### config.mk
export PLATFORM = sky130hd
export DESIGN_NAME = msi_remap_xlate
export DESIGN_NICKNAME = d
export VERILOG_FILES = /design/src/rtl/msi_remap_pkg.sv /design/src/rtl/msi_remap_decode.sv /design/src/rtl/msi_remap_build.sv /design/src/rtl/msi_remap_ctrl.sv /design/src/rtl/msi_remap_xlate.sv
export SDC_FILE = /design/constraint.sdc
export NUM_CORES = 1
export LEC_CHECK = 0
export CAP_MARGIN = 20
export CORE_ASPECT_RATIO = 1.25
export CORE_UTILIZATION = 55
export CTS_CLUSTER_DIAMETER = 50
export DETAILED_ROUTE_END_ITERATION = 8
export DONT_BUFFER_PORTS = 1
export PLACE_DENSITY = 0.68
export SYNTH_ARGS = -nofsm -noshare
export SYNTH_HDL_FRONTEND = slang
export SYNTH_HIERARCHICAL = 1
export SYNTH_SLANG_ARGS = --single-unit
### constraint.sdc
create_clock -name clk_i -period 3.1 [get_ports clk_i]
set_input_delay 0.62 -clock clk_i [delete_from_list [all_inputs] [get_ports clk_i]]
set_output_delay 0.62 -clock clk_i [all_outputs]
set_load 0.1 [all_outputs]
### src/rtl/msi_remap_pkg.sv
package msi_remap_pkg;
  localparam int unsigned VEC_W  = 8;
  localparam int unsigned DLV_W  = 3;
  localparam int unsigned DEST_W = 8;
  localparam int unsigned IDX_W  = 16;
  localparam int unsigned SIZE_W = 3;
  localparam int unsigned SUB_W  = 16;

  localparam logic [11:0]       MSI_WINDOW = 12'hFEE;
  localparam logic [SIZE_W-1:0] ACC_BYTES  = 3'd4;

  typedef enum logic [1:0] {
    CLS_PASS   = 2'd0,
    CLS_DROP   = 2'd1,
    CLS_LOOKUP = 2'd2
  } cls_e;

  typedef enum logic [1:0] {
    ST_IDLE  = 2'd0,
    ST_ISSUE = 2'd1,
    ST_WAIT  = 2'd2
  } st_e;

  typedef struct packed {
    logic [VEC_W-1:0]  vector;
    logic [DLV_W-1:0]  dlv;
    logic              trig;
    logic [DEST_W-1:0] dest;
    logic              dest_mode;
    logic              redir;
  } ent_t;
endpackage

### src/rtl/msi_remap_decode.sv
module msi_remap_decode
  import msi_remap_pkg::*;
#(
  parameter int unsigned ADDR_W = 64,
  parameter int unsigned DATA_W = 32
) (
  input  logic              en_i,
  input  logic [SIZE_W-1:0] size_i,
  input  logic [ADDR_W-1:2] addr_i,
  input  logic [DATA_W-1:0] data_i,
  output cls_e              cls_o,
  output logic [IDX_W-1:0]  idx_o
);
  logic             hi_nz, win_ok, is_remap, shv, rsvd;
  logic [IDX_W-1:0] handle, sub;

  assign hi_nz    = |addr_i[ADDR_W-1:32];
  assign win_ok   = (addr_i[31:20] == MSI_WINDOW);
  assign is_remap = addr_i[4];
  assign shv      = addr_i[3];
  assign handle   = {addr_i[2], addr_i[19:5]};
  assign sub      = shv ? IDX_W'(data_i[SUB_W-1:0]) : '0;
  assign idx_o    = handle + sub;
  assign rsvd     = shv && (|data_i[DATA_W-1:SUB_W]);

  always_comb begin
    if (size_i != ACC_BYTES)    cls_o = CLS_DROP;
    else if (!en_i)             cls_o = CLS_PASS;
    else if (hi_nz || !win_ok)  cls_o = CLS_DROP;
    else if (!is_remap)         cls_o = CLS_PASS;
    else if (rsvd)              cls_o = CLS_DROP;
    else                        cls_o = CLS_LOOKUP;
  end
endmodule

### src/rtl/msi_remap_build.sv
module msi_remap_build
  import msi_remap_pkg::*;
#(
  parameter int unsigned ADDR_W = 64,
  parameter int unsigned DATA_W = 32
) (
  input  ent_t              ent_i,
  input  logic [1:0]        low_i,
  output logic [ADDR_W-1:0] addr_o,
  output logic [DATA_W-1:0] data_o
);
  always_comb begin
    addr_o               = '0;
    addr_o[31:20]        = MSI_WINDOW;
    addr_o[12 +: DEST_W] = ent_i.dest;
    addr_o[3]            = ent_i.redir;
    addr_o[2]            = ent_i.dest_mode;
    addr_o[1:0]          = low_i;

    data_o              = '0;
    data_o[0 +: VEC_W]  = ent_i.vector;
    data_o[8 +: DLV_W]  = ent_i.dlv;
    data_o[14]          = 1'b1;
    data_o[15]          = ent_i.trig;
  end
endmodule

### src/rtl/msi_remap_ctrl.sv
module msi_remap_ctrl
  import msi_remap_pkg::*;
#(
  parameter int unsigned ADDR_W = 64,
  parameter int unsigned DATA_W = 32,
  parameter int unsigned RID_W  = 16
) (
  input  logic              clk_i,
  input  logic              rst_ni,
  input  logic              fire_i,
  input  cls_e              cls_i,
  input  logic [IDX_W-1:0]  idx_i,
  input  logic [RID_W-1:0]  rid_i,
  input  logic [ADDR_W-1:0] addr_i,
  input  logic [DATA_W-1:0] data_i,
  input  logic              rsp_valid_i,
  input  logic              rsp_fault_i,
  input  logic [ADDR_W-1:0] bld_addr_i,
  input  logic [DATA_W-1:0] bld_data_i,
  output logic              ready_o,
  output logic              lkp_valid_o,
  output logic [IDX_W-1:0]  lkp_idx_o,
  output logic [RID_W-1:0]  lkp_rid_o,
  output logic [1:0]        low_o,
  output logic              out_valid_o,
  output logic [ADDR_W-1:0] out_addr_o,
  output logic [DATA_W-1:0] out_data_o,
  output logic              err_o
);
  st_e state_q;

  assign ready_o     = (state_q == ST_IDLE);
  assign lkp_valid_o = (state_q == ST_ISSUE);

  always_ff @(posedge clk_i or negedge rst_ni) begin
    if (!rst_ni) begin
      state_q     <= ST_IDLE;
      lkp_idx_o   <= '0;
      lkp_rid_o   <= '0;
      low_o       <= '0;
      out_valid_o <= 1'b0;
      out_addr_o  <= '0;
      out_data_o  <= '0;
      err_o       <= 1'b0;
    end else begin
      out_valid_o <= 1'b0;
      err_o       <= 1'b0;
      unique case (state_q)
        ST_IDLE: begin
          if (fire_i) begin
            unique case (cls_i)
              CLS_PASS: begin
                out_valid_o <= 1'b1;
                out_addr_o  <= addr_i;
                out_data_o  <= data_i;
              end
              CLS_LOOKUP: begin
                lkp_idx_o <= idx_i;
                lkp_rid_o <= rid_i;
                low_o     <= addr_i[1:0];
                state_q   <= ST_ISSUE;
              end
              default: err_o <= 1'b1;
            endcase
          end
        end
        ST_ISSUE, ST_WAIT: begin
          if (rsp_valid_i) begin
            state_q <= ST_IDLE;
            if (rsp_fault_i) begin
              err_o <= 1'b1;
            end else begin
              out_valid_o <= 1'b1;
              out_addr_o  <= bld_addr_i;
              out_data_o  <= bld_data_i;
            end
          end else begin
            state_q <= ST_WAIT;
          end
        end
        default: state_q <= ST_IDLE;
      endcase
    end
  end
endmodule

### src/rtl/msi_remap_xlate.sv
module msi_remap_xlate
  import msi_remap_pkg::*;
#(
  parameter int unsigned ADDR_W = 64,
  parameter int unsigned DATA_W = 32,
  parameter int unsigned RID_W  = 16
) (
  input  logic              clk_i,
  input  logic              rst_ni,
  input  logic              remap_en_i,
  input  logic              req_valid_i,
  output logic              req_ready_o,
  input  logic [SIZE_W-1:0] req_size_i,
  input  logic [ADDR_W-1:0] req_addr_i,
  input  logic [DATA_W-1:0] req_data_i,
  input  logic [RID_W-1:0]  req_rid_i,
  output logic              lkp_valid_o,
  output logic [IDX_W-1:0]  lkp_index_o,
  output logic [RID_W-1:0]  lkp_rid_o,
  input  logic              rsp_valid_i,
  input  logic              rsp_fault_i,
  input  logic [VEC_W-1:0]  rsp_vector_i,
  input  logic [DLV_W-1:0]  rsp_dlv_mode_i,
  input  logic              rsp_trig_i,
  input  logic [DEST_W-1:0] rsp_dest_i,
  input  logic              rsp_dest_mode_i,
  input  logic              rsp_redir_hint_i,
  output logic              out_valid_o,
  output logic [ADDR_W-1:0] out_addr_o,
  output logic [DATA_W-1:0] out_data_o,
  output logic              err_o
);
  cls_e              cls;
  logic [IDX_W-1:0]  idx;
  logic [1:0]        low;
  logic [ADDR_W-1:0] bld_addr;
  logic [DATA_W-1:0] bld_data;
  ent_t              ent;

  assign ent = '{vector: rsp_vector_i, dlv: rsp_dlv_mode_i, trig: rsp_trig_i,
                 dest: rsp_dest_i, dest_mode: rsp_dest_mode_i,
                 redir: rsp_redir_hint_i};

  msi_remap_decode #(.ADDR_W(ADDR_W), .DATA_W(DATA_W)) u_decode (
    .en_i   (remap_en_i),
    .size_i (req_size_i),
    .addr_i (req_addr_i[ADDR_W-1:2]),
    .data_i (req_data_i),
    .cls_o  (cls),
    .idx_o  (idx)
  );

  msi_remap_build #(.ADDR_W(ADDR_W), .DATA_W(DATA_W)) u_build (
    .ent_i  (ent),
    .low_i  (low),
    .addr_o (bld_addr),
    .data_o (bld_data)
  );

  msi_remap_ctrl #(.ADDR_W(ADDR_W), .DATA_W(DATA_W), .RID_W(RID_W)) u_ctrl (
    .clk_i       (clk_i),
    .rst_ni      (rst_ni),
    .fire_i      (req_valid_i && req_ready_o),
    .cls_i       (cls),
    .idx_i       (idx),
    .rid_i       (req_rid_i),
    .addr_i      (req_addr_i),
    .data_i      (req_data_i),
    .rsp_valid_i (rsp_valid_i),
    .rsp_fault_i (rsp_fault_i),
    .bld_addr_i  (bld_addr),
    .bld_data_i  (bld_data),
    .ready_o     (req_ready_o),
    .lkp_valid_o (lkp_valid_o),
    .lkp_idx_o   (lkp_index_o),
    .lkp_rid_o   (lkp_rid_o),
    .low_o       (low),
    .out_valid_o (out_valid_o),
    .out_addr_o  (out_addr_o),
    .out_data_o  (out_data_o),
    .err_o       (err_o)
  );
endmodule

# Yosys cells after proc, flatten, opt, wreduce, memory -nomap -nowiden

Index checks and enable logic that the tools add are counted.

Mux-type cells: 30
Reduce and logical (&&, ||, !) cells: 14
Equal/unequal tests: 10
$add $sub $neg: 1

Operator list:

| kind                   | count |
|---|---|
| $mux W64               | 4 |
| $mux W32               | 4 |
| $pmux W64 S2           | 1 |
| $pmux W32 S2           | 1 |
| $reduce_or A32 Y1      | 1 |
| $add A16 B16 Y16       | 1 |
| $mux W16               | 1 |
| $mux W2                | 8 |
| $reduce_or A16 Y1      | 1 |
| $eq A12 B12 Y1 const B | 1 |
| $mux W1                | 8 |
| $ne A2 B1 Y1 const B   | 3 |
| $reduce_and A5 Y1      | 1 |
| $eq A2 B2 Y1 const B   | 2 |
| $logic_not A2 Y1       | 2 |
| $ne A2 B2 Y1 const B   | 2 |
| $pmux W1 S2            | 2 |
| $pmux W2 S2            | 1 |
| $reduce_or A2 Y1       | 2 |
| $ne A3 B3 Y1 const B   | 1 |
| $reduce_and A3 Y1      | 1 |
| $eq A2 B1 Y1 const B   | 1 |
| $logic_and A1 B1 Y1    | 2 |
| $reduce_and A2 Y1      | 1 |
| 3 further kinds        | 3 |

Register bits: 134
Output and inout bits: 132
Input bits: 143

# Logic depth before layout (Yosys ltp)

Gate-level depths: netlist (run 1).

Depth after elaboration: 12
Mapped depth: 10

# Cells and area by module

The synthesis (run 1) kept the hierarchy.

By module, submodules not included:

| module           | cells an instance | area an instance (um^2) | times used | seq. area each (um^2) |
|---|---|---|---|---|
| msi_remap_ctrl   | 407               | 6209.7                  | 1          | 3353.2 |
| msi_remap_decode | 153               | 1066.0                  | 1          | 0.0 |
| msi_remap_build  | 98                | 728.2                   | 1          | 0.0 |
| msi_remap_xlate  | 1                 | 6.3                     | 1          | 0.0 |

# Least setup slack after synthesis (run 1)

No wires, ideal clock.

Path kind: in2reg
Start point: in req_addr_i[34]
End point: reg u_ctrl.out_addr_o[35]
Slack: 0.132 ns
Setup time: 0.125 ns
Cell stages on the path: 10
Arrival time: 2.842 ns
Buffers on the path: 2
Cell sequence: nor4b_1 > nand4_1 > or3_1 > o21ai_0 > nand3_1 > or3b_1 > a22oi_2 > buf_6 > buf_6 > mux2_2

Cells in the longest elaborated chain, start to end: 8

Ends and longest elaborated chain:

| element                            | line                   | text |
|---|---|---|
| start: declaration                 | msi_remap_xlate.sv:14  | `input logic [ADDR_W-1:0] req_addr_i,` |
| $reduce_or A32 Y1                  | msi_remap_decode.sv:17 | `assign hi_nz = \|addr_i[ADDR_W-1:32];` |
| $logic_or A1 B1 Y1                 | msi_remap_decode.sv:29 | `else if (hi_nz \|\| !win_ok) cls_o = CLS_DROP;` |
| $mux W2                            | msi_remap_decode.sv:29 |  |
| $mux W2                            | msi_remap_decode.sv:28 | `else if (!en_i) cls_o = CLS_PASS;` |
| $mux W2                            | msi_remap_decode.sv:27 | `if (size_i != ACC_BYTES) cls_o = CLS_DROP;` |
| via cls[0]                         | msi_remap_xlate.sv:33  | `cls_e cls;` |
| $logic_not A2 Y1                   | msi_remap_ctrl.sv:51   | `unique case (cls_i)` |
| $ne A2 B1 Y1 (no source line)      | -                      |  |
| $reduce_and A5 Y1 (no source line) | -                      |  |
| end signal: assignment             | msi_remap_ctrl.sv:54   | `out_addr_o <= addr_i;` |
| end signal: assignment             | msi_remap_ctrl.sv:74   | `out_addr_o <= bld_addr_i;` |
| end: declaration                   | msi_remap_ctrl.sv:26   | `output logic [ADDR_W-1:0] out_addr_o,` |

The timed path passes the listed nets, and every way through them passes these cells.
A chain may end at the register's enable or synchronous reset.

# Worst setup path after layout (run 1)

Start point: in req_addr_i[39]
End point: reg u_ctrl.out_data_o[9]

Cells in the longest elaborated chain, start to end: 8

Ends and longest elaborated chain:

| element                            | line                   | text |
|---|---|---|
| $reduce_or A32 Y1                  | msi_remap_decode.sv:17 |  |
| $logic_or A1 B1 Y1                 | msi_remap_decode.sv:29 |  |
| $mux W2                            | msi_remap_decode.sv:29 |  |
| $mux W2                            | msi_remap_decode.sv:28 |  |
| $mux W2                            | msi_remap_decode.sv:27 |  |
| via cls[0]                         | msi_remap_xlate.sv:33  |  |
| $logic_not A2 Y1                   | msi_remap_ctrl.sv:51   |  |
| $ne A2 B1 Y1 (no source line)      | -                      |  |
| $reduce_and A5 Y1 (no source line) | -                      |  |
| end signal: assignment             | msi_remap_ctrl.sv:55   | `out_data_o <= data_i;` |
| end signal: assignment             | msi_remap_ctrl.sv:75   | `out_data_o <= bld_data_i;` |
| end: declaration                   | msi_remap_ctrl.sv:27   | `output logic [DATA_W-1:0] out_data_o,` |

The timed path passes the listed nets, and every way through them passes these cells.

==> impl_metrics.json, run 1 <==
{
  "status": "complete, but fails checks",
  "violations": "hold timing",
  "cpMaxStageDelayCell": "or3_1",
  "yosysSeqAreaShare_pct": 41.86,
  "synth_edf_count": 0,
  "avgSynthCellArea_um2": 12.16,
  "io_buffers": 0,
  "p_total_mw": 6.514,
  "synthXorXnorAreaFrac_pct": 1.421,
  "clock_skew_ns": 0.006893,
  "synthFlopType": "dfrtp_1",
  "start_util_pct": 57.24,
  "overflow": 0,
  "drcViolationCount": 0,
  "startpoint_type": "input port",
  "ys_top_cells_by_area": "dfrtp_1 42%, mux2_2 29%, buf_4 9.0%",
  "whs_ns": -0.1113,
  "cts_setup_buffers": 0,
  "cp_common_cell": "buf_12",
  "grt_util_met3_pct": 9.524,
  "hold_viol_final": 134,
  "drt_pass1_iterations": 4,
  "path_cells": "nor4_1 -> buf_4 -> nand4_1 -> or3_1 -> o21ai_0 -> nand3_1 -> or3b_1 -> a22oi_2 -> buf_12 -> buf_12 -> mux2_2",
  "synth-compound-area-share_pct": 3.483,
  "routed_wl_mm": 16.97,
  "core_area_um2": 13990,
  "clk_latency_ns": 0.42,
  "ant_nets": 0,
  "die_x_um": 109.9,
  "muxShareOfSynthArea_pct": 32.30,
  "grt_pass1_wl_mm": 25.99,
  "gp_congestion": 0.8064,
  "grt_pass1_vias": 5178,
  "fin_crit_sh_pct": 95.00,
  "cp-end-kind": "register",
  "dp_hpwl_mm": 12.65,
  "async_flop_share_pct": 100.0,
  "layout_commonest_cell": "mux2_2",
  "synth_top_cell_by_area": "dfrtp_1",
  "rows": 48,
  "cts_sinks": 134,
  "io_pins": 275,
  "hp-class": "input port to asynchronous set/reset pin",
  "syn-cell-area_um2": 8010,
  "synth_top_family_by_area": "multiplexers",
  "clockBufferDepth": 2,
  "synthAdderAreaFrac_pct": 3.218,
  "vias_per_cell": 5.575,
  "setup-tns-final_ns": 0,
  "worstRegToRegCells": 8,
  "antennaDiodeCount": 0,
  "yosys.area.top_type_share_pct": 41.86,
  "yosysWarnings": 6,
  "max_stage_delay_ns": 0.42,
  "grtUsageMet1_pct": 23.61,
  "clkTransAtPathRegs_ns": 0.06,
  "critPathRequiredTime_ns": 3.40,
  "cts.htree.levels": 4,
  "wl_per_cell_um": 20.33,
  "layout_common_cells": "204 x mux2_2, 134 x dfrtp_1, 72 x conb_1",
  "grt-busiest-layer": "met2",
  "drive_gt1_share_pct": 39.85,
  "vias": 4655,
  "powerDensity_nw_per_um2": 767.8,
  "ys_seq_elements": 134,
  "synth_cell_types": 51,
  "area_delta_synth_final_pct": 5.920,
  "arrival_ns": 3.25,
  "leakagePower_nw": 3.916,
  "rsz0062_at_grt": "no",
  "die_h_um": 136.9,
  "clockRootBuffer": "clkbuf_16",
  "peakVddDrop_mv": 0.5105,
  "critPathKind": "input port to register",
  "drtIter0Drc": 134,
  "setup_viol": 0,
  "worst_slew_pin_slew_ns": 0.9478,
  "slew_headroom_pct": 36.81,
  "cts_buffers": 17,
  "dieArea_um2": 15050,
  "fmax_mhz": 339.6,
  "grt_usage_pct": 23.27,
  "grt_use_met2_pct": 41.15,
  "drv_slew": 0,
  "synth-simple-area-share_pct": 6.311,
  "grt_max_degree": 135,
  "antenna_found_initial": 0,
  "final_nets": 810,
  "cp_max_fo": 17,
  "maxCapViolations": 0,
  "cts_resized": 0,
  "fin_crit_ns": 2.945,
  "cts_tree": "built",
  "netlist_instances": 659
}
-- Yosys cell counts (2+ instances only) --
master,instances
nor2_1,12
nand2_1,15
mux2_1,24
nor2b_1,3
mux2_2,204
nor4b_1,3
or3_1,2
nand4_1,5
conb_1,2
buf_4,96
ha_1,19
xnor2_1,10
buf_6,6
nand2b_1,4
mux2i_1,2
nand3b_1,3
xor2_1,3
and2_1,16
nand3_1,7
nor4_1,10
nor3_1,2
inv_1,8
o211ai_1,2
a21o_1,3
a31oi_1,2
o21ai_0,6
a211oi_1,3
clkbuf_1,13
buf_2,7
dfrtp_1,134
a21oi_1,13
-- final cells by class --
class | count | area (um2)
clock buffers | 19 | 432.9
clock inverters | 13 | 170.2
fillers | 1159 | 5509
inverters | 8 | 30.03
multi-input cells | 464 | 4026
flip-flops and latches | 134 | 3353
well taps | 175 | 219.0
repair buffers | 22 | 252.7
-- metal layers --
layer / wire [um] / vias to the layer above
li1: - / 2157
met1: 5892 / 2274
met2: 9024 / 194
met3: 1613 / 30
met4: 443 / 0
met5: 0 / -
-- metrics by stage --
step / hold slack [ns] / setup slack [ns] / utilization [%] / cells / cell area [um2]
2_1_floorplan: 0.3244 / 0.1321 / - / 729 / 8273
3_3_place_gp: 0.3270 / -0.2060 / 56.32 / 803 / 7881
3_5_place_dp: 0.3271 / -0.3483 / 56.32 / 803 / 7881
4_1_cts: -0.1322 / 0.1020 / 60.63 / 835 / 8484
5_1_grt: -0.1367 / 0.01029 / 60.63 / 835 / 8484
6_report: -0.1113 / 0.1551 / 60.63 / 835 / 8484
-- where the power goes --
part           switching (mW)  internal (mW)  total, mW
clock network           0.793           1.27       2.07
registers                2.01           1.95       3.96
logic                   0.188          0.301      0.489
total                    2.99           3.52       6.51
-- flip-flops by register name, summed over array words and instances, names as in the netlist --
register	count
u_ctrl/out_addr_o	64
u_ctrl/err_o	1
u_ctrl/lkp_rid_o	16
u_ctrl/state_q	2
u_ctrl/out_valid_o	1
u_ctrl/low_o	2
u_ctrl/out_data_o	32
u_ctrl/lkp_idx_o	16
-- worst max-delay path: cells and delay by family --
| kind | cells | cell delay (ns) |
|---|---|---|
| and+or+nand+nor | 5 | 1.38 |
| buffers and inverters | 3 | 0.53 |
| muxes | 1 | 0.35 |
| AOI/OAI and AO/OA | 2 | 0.34 |
-- cells by family (layout without fill, tap and decap cells) --
kind of cell             Yosys count  after routing
AND/OR/NAND/NOR                   89             89
multiplexers                     230            230
flip-flops                       134            134
AO/OA/AOI/OAI                     40             40
other                              2             72
buffers and inverters            131             62
adder cells (fa/ha/maj)           20             20
XOR/XNOR                          13             13
-- final timing paths --
check	start	slack, ns	to
hold / removal	rst_ni	-0.11	u_ctrl/lkp_idx_o[0]
max in group asynchronous	rst_ni	3.01	u_ctrl/out_addr_o[16]
hold reg to reg	u_ctrl/low_o[1]	0.51	u_ctrl/low_o[1]
setup / recovery	req_addr_i[39]	0.16	u_ctrl/out_data_o[9]
min in group clk_i	req_rid_i[11]	0.34	u_ctrl/lkp_rid_o[11]
setup reg to reg	u_ctrl/state_q[0]	0.46	u_ctrl/out_data_o[9]
Note: power is estimated with default switching activity, not from simulation.
==> inputs of run 2 (changes only) <==
--- a/config.mk
+++ b/config.mk
@@ -11,7 +11,8 @@
 export CTS_CLUSTER_DIAMETER = 50
 export DETAILED_ROUTE_END_ITERATION = 8
 export DONT_BUFFER_PORTS = 1
-export PLACE_DENSITY = 0.68
+export PLACE_DENSITY = 0.7
+export SETUP_SLACK_MARGIN = 0.5
 export SYNTH_ARGS = -nofsm -noshare
 export SYNTH_HDL_FRONTEND = slang
 export SYNTH_HIERARCHICAL = 1
==> impl_metrics.json, run 2 (same netlist as run 1, synthesis figures left out) <==
{
  "nFillCells": 1055,
  "io_buffers": 0,
  "fin_crit_sh_pct": 89.70,
  "critPathKind": "input port to register",
  "final_nets": 824,
  "clk_latency_ns": 0.41,
  "p_sw_mw": 2.984,
  "cp-end-kind": "register",
  "status": "complete, but fails checks",
  "grt_pass1_wl_mm": 26.68,
  "area_delta_synth_final_pct": 12.98,
  "grt_usage_pct": 23.85,
  "critPathRequiredTime_ns": 3.40,
  "worstRegToRegCells": 8,
  "p_seq_share_pct": 61.6,
  "fin_crit_ns": 2.781,
  "clock_skew_ns": 0.007964,
  "r2r_slack_ns": 0.53,
  "final_core_util_pct": 64.67,
  "slew_headroom_pct": 35.91,
  "powerDensity_nw_per_um2": 711.7,
  "layout_commonest_cell": "mux2_2",
  "antenna_found_initial": 1,
  "start_util_pct": 57.24,
  "vias_per_cell": 5.644,
  "fmax_mhz": 359.6,
  "drv_slew": 0,
  "power_switching_share_pct": 46.33,
  "worst_slew_pin_slew_ns": 0.9614,
  "hold_viol_final": 134,
  "comb_power_share_pct": 9.4,
  "peakVddDrop_mv": 0.6384,
  "rsz0062_at_grt": "yes",
  "ant_nets": 0,
  "biggestRegsByFlops": "u_ctrl/out_addr_o (64), u_ctrl/out_data_o (32)",
  "dieArea_um2": 15050,
  "startpoint_type": "input port",
  "setup-tns-final_ns": 0,
  "clockBufferDepth": 2,
  "grt_pass1_vias": 5182,
  "top_register": "u_ctrl/out_addr_o",
  "r2r_end": "u_ctrl/out_data_o[28]",
  "largest_reg_flops": 64,
  "leakagePower_nw": 4.156,
  "die_x_um": 109.9,
  "maxCapViolations": 0,
  "setup_ws_ns": 0.3193,
  "reg2reg_from": "u_ctrl/state_q[0]",
  "io_pins": 275,
  "clockPowerShare_pct": 29.0,
  "core_area_um2": 13990,
  "whs_ns": -0.1025,
  "cts_sinks": 134,
  "violations": "hold timing",
  "drive_gt1_share_pct": 45.55,
  "overflow": 0,
  "clockRootBuffer": "clkbuf_16",
  "layout_common_cells": "169 x mux2_2, 134 x dfrtp_1, 72 x conb_1",
  "rows": 48,
  "drcViolationCount": 0,
  "setup_viol": 0,
  "drtIter0Drc": 156,
  "cp_max_fo": 8,
  "arrival_ns": 3.08,
  "wl_per_cell_um": 21.40,
  "grt_max_degree": 135,
  "dp_hpwl_mm": 12.75,
  "internal_power_mw": 3.457,
  "clkTransAtPathRegs_ns": 0.06,
  "cts.htree.levels": 4,
  "routed_wl_mm": 18.19,
  "vias": 4797,
  "hp-class": "input port to asynchronous set/reset pin",
  "placedInstanceArea_um2": 7928,
  "gp_congestion": 0.7932,
  "dp_slack_ns": -0.1906,
  "drt_pass1_iterations": 4,
  "cts_tree": "built",
  "final_area_um2": 9050,
  "cts_buffers": 17,
  "die_h_um": 136.9
}
==> run 2: cell types whose count changed in the layout (fill, tap and decap cells not counted), moves of 4 or more <==
| cell | change |
|---|---|
| mux2_2 | -35 |
| clkbuf_8 | +4 |
| buf_6 | +7 |
| buf_4 | -4 |
| buf_16 | +5 |
| mux2_1 | -18 |
| mux2_4 | +53 |
==> run 2: how the worst max path moves through the flow <==
stage	to	slack (ns)	start
global placement	u_ctrl/out_addr_o[35]	-0.08	req_addr_i[47]
floorplan	u_ctrl/out_addr_o[35]	0.15	req_addr_i[60]
CTS	u_ctrl/out_data_o[16]	0.36	req_addr_i[39]
finish	u_ctrl/out_data_o[28]	0.32	req_addr_i[33]
detailed placement	u_ctrl/out_addr_o[33]	-0.19	req_addr_i[47]
global route	u_ctrl/out_data_o[28]	0.28	req_addr_i[39]
==> run 2: through the flow <==
stage | cells | hold WS (ns) | power, mW
floorplan | 729 | 0.3244 | 4.435
global placement | 800 | 0.3270 | 4.455
detailed placement | 800 | 0.3272 | 4.494
CTS | 846 | -0.1195 | 6.441
global route | 850 | -0.1279 | 6.625
finish | 850 | -0.1025 | 6.441
==> run 2: power groups by stage <==
| stage | logic, mW | registers (mW) | clock network (mW) |
|---|---|---|---|
| after detailed placement | 0.497 | 4.00 | 0 |
| after floorplan | 0.515 | 3.92 | 0 |
| after CTS | 0.562 | 3.97 | 1.91 |
| final | 0.603 | 3.97 | 1.87 |
| after global routing | 0.653 | 3.99 | 1.98 |
| after global placement | 0.468 | 3.99 | 0 |
==> run 2: layer usage <==
layer,vias to the layer above,track usage (%),part of all wire (%)
met5,-,0,0
met4,0,10.59,2.7
met3,32,8.048,7.9
met2,192,43.09,54
met1,2389,24.56,35
li1,2184,-,-
==> run 2: final cells by class <==
type                    count  area (um2)  share of cell area (%)
flip-flops and latches    134        3353                   37.05
multi-input cells         464        4327                   47.81
clock inverters            10       70.07                  0.7742
diodes                      1       2.502                 0.02765
clock buffers              22       484.2                   5.350
inverters                   8       30.03                  0.3318
well taps                 175       219.0                   2.419
repair buffers             36       564.3                   6.235
==> run 2: critical path, cell delays in order <==
cell	delay (ns)
nor4b_2	0.32
nand4_1	0.15
or3_4	0.39
o21ai_1	0.13
nand3_1	0.11
or3b_1	0.38
a22oi_2	0.19
buf_6	0.17
buf_6	0.12
clkbuf_16	0.15
mux2_2	0.33
==> run 2: repair_timing <==
| item | 4_1_cts | 5_1_grt |
|---|---|---|
| setup endpoints to repair | 96 | 96 |
| gates cloned | 5 | 2 |
| buffers inserted | 9 | 1 |
| endpoints found under the hold margin | 134 | 134 |
| pin swaps | 3 | 0 |
| resized for setup | 48 | 20 |
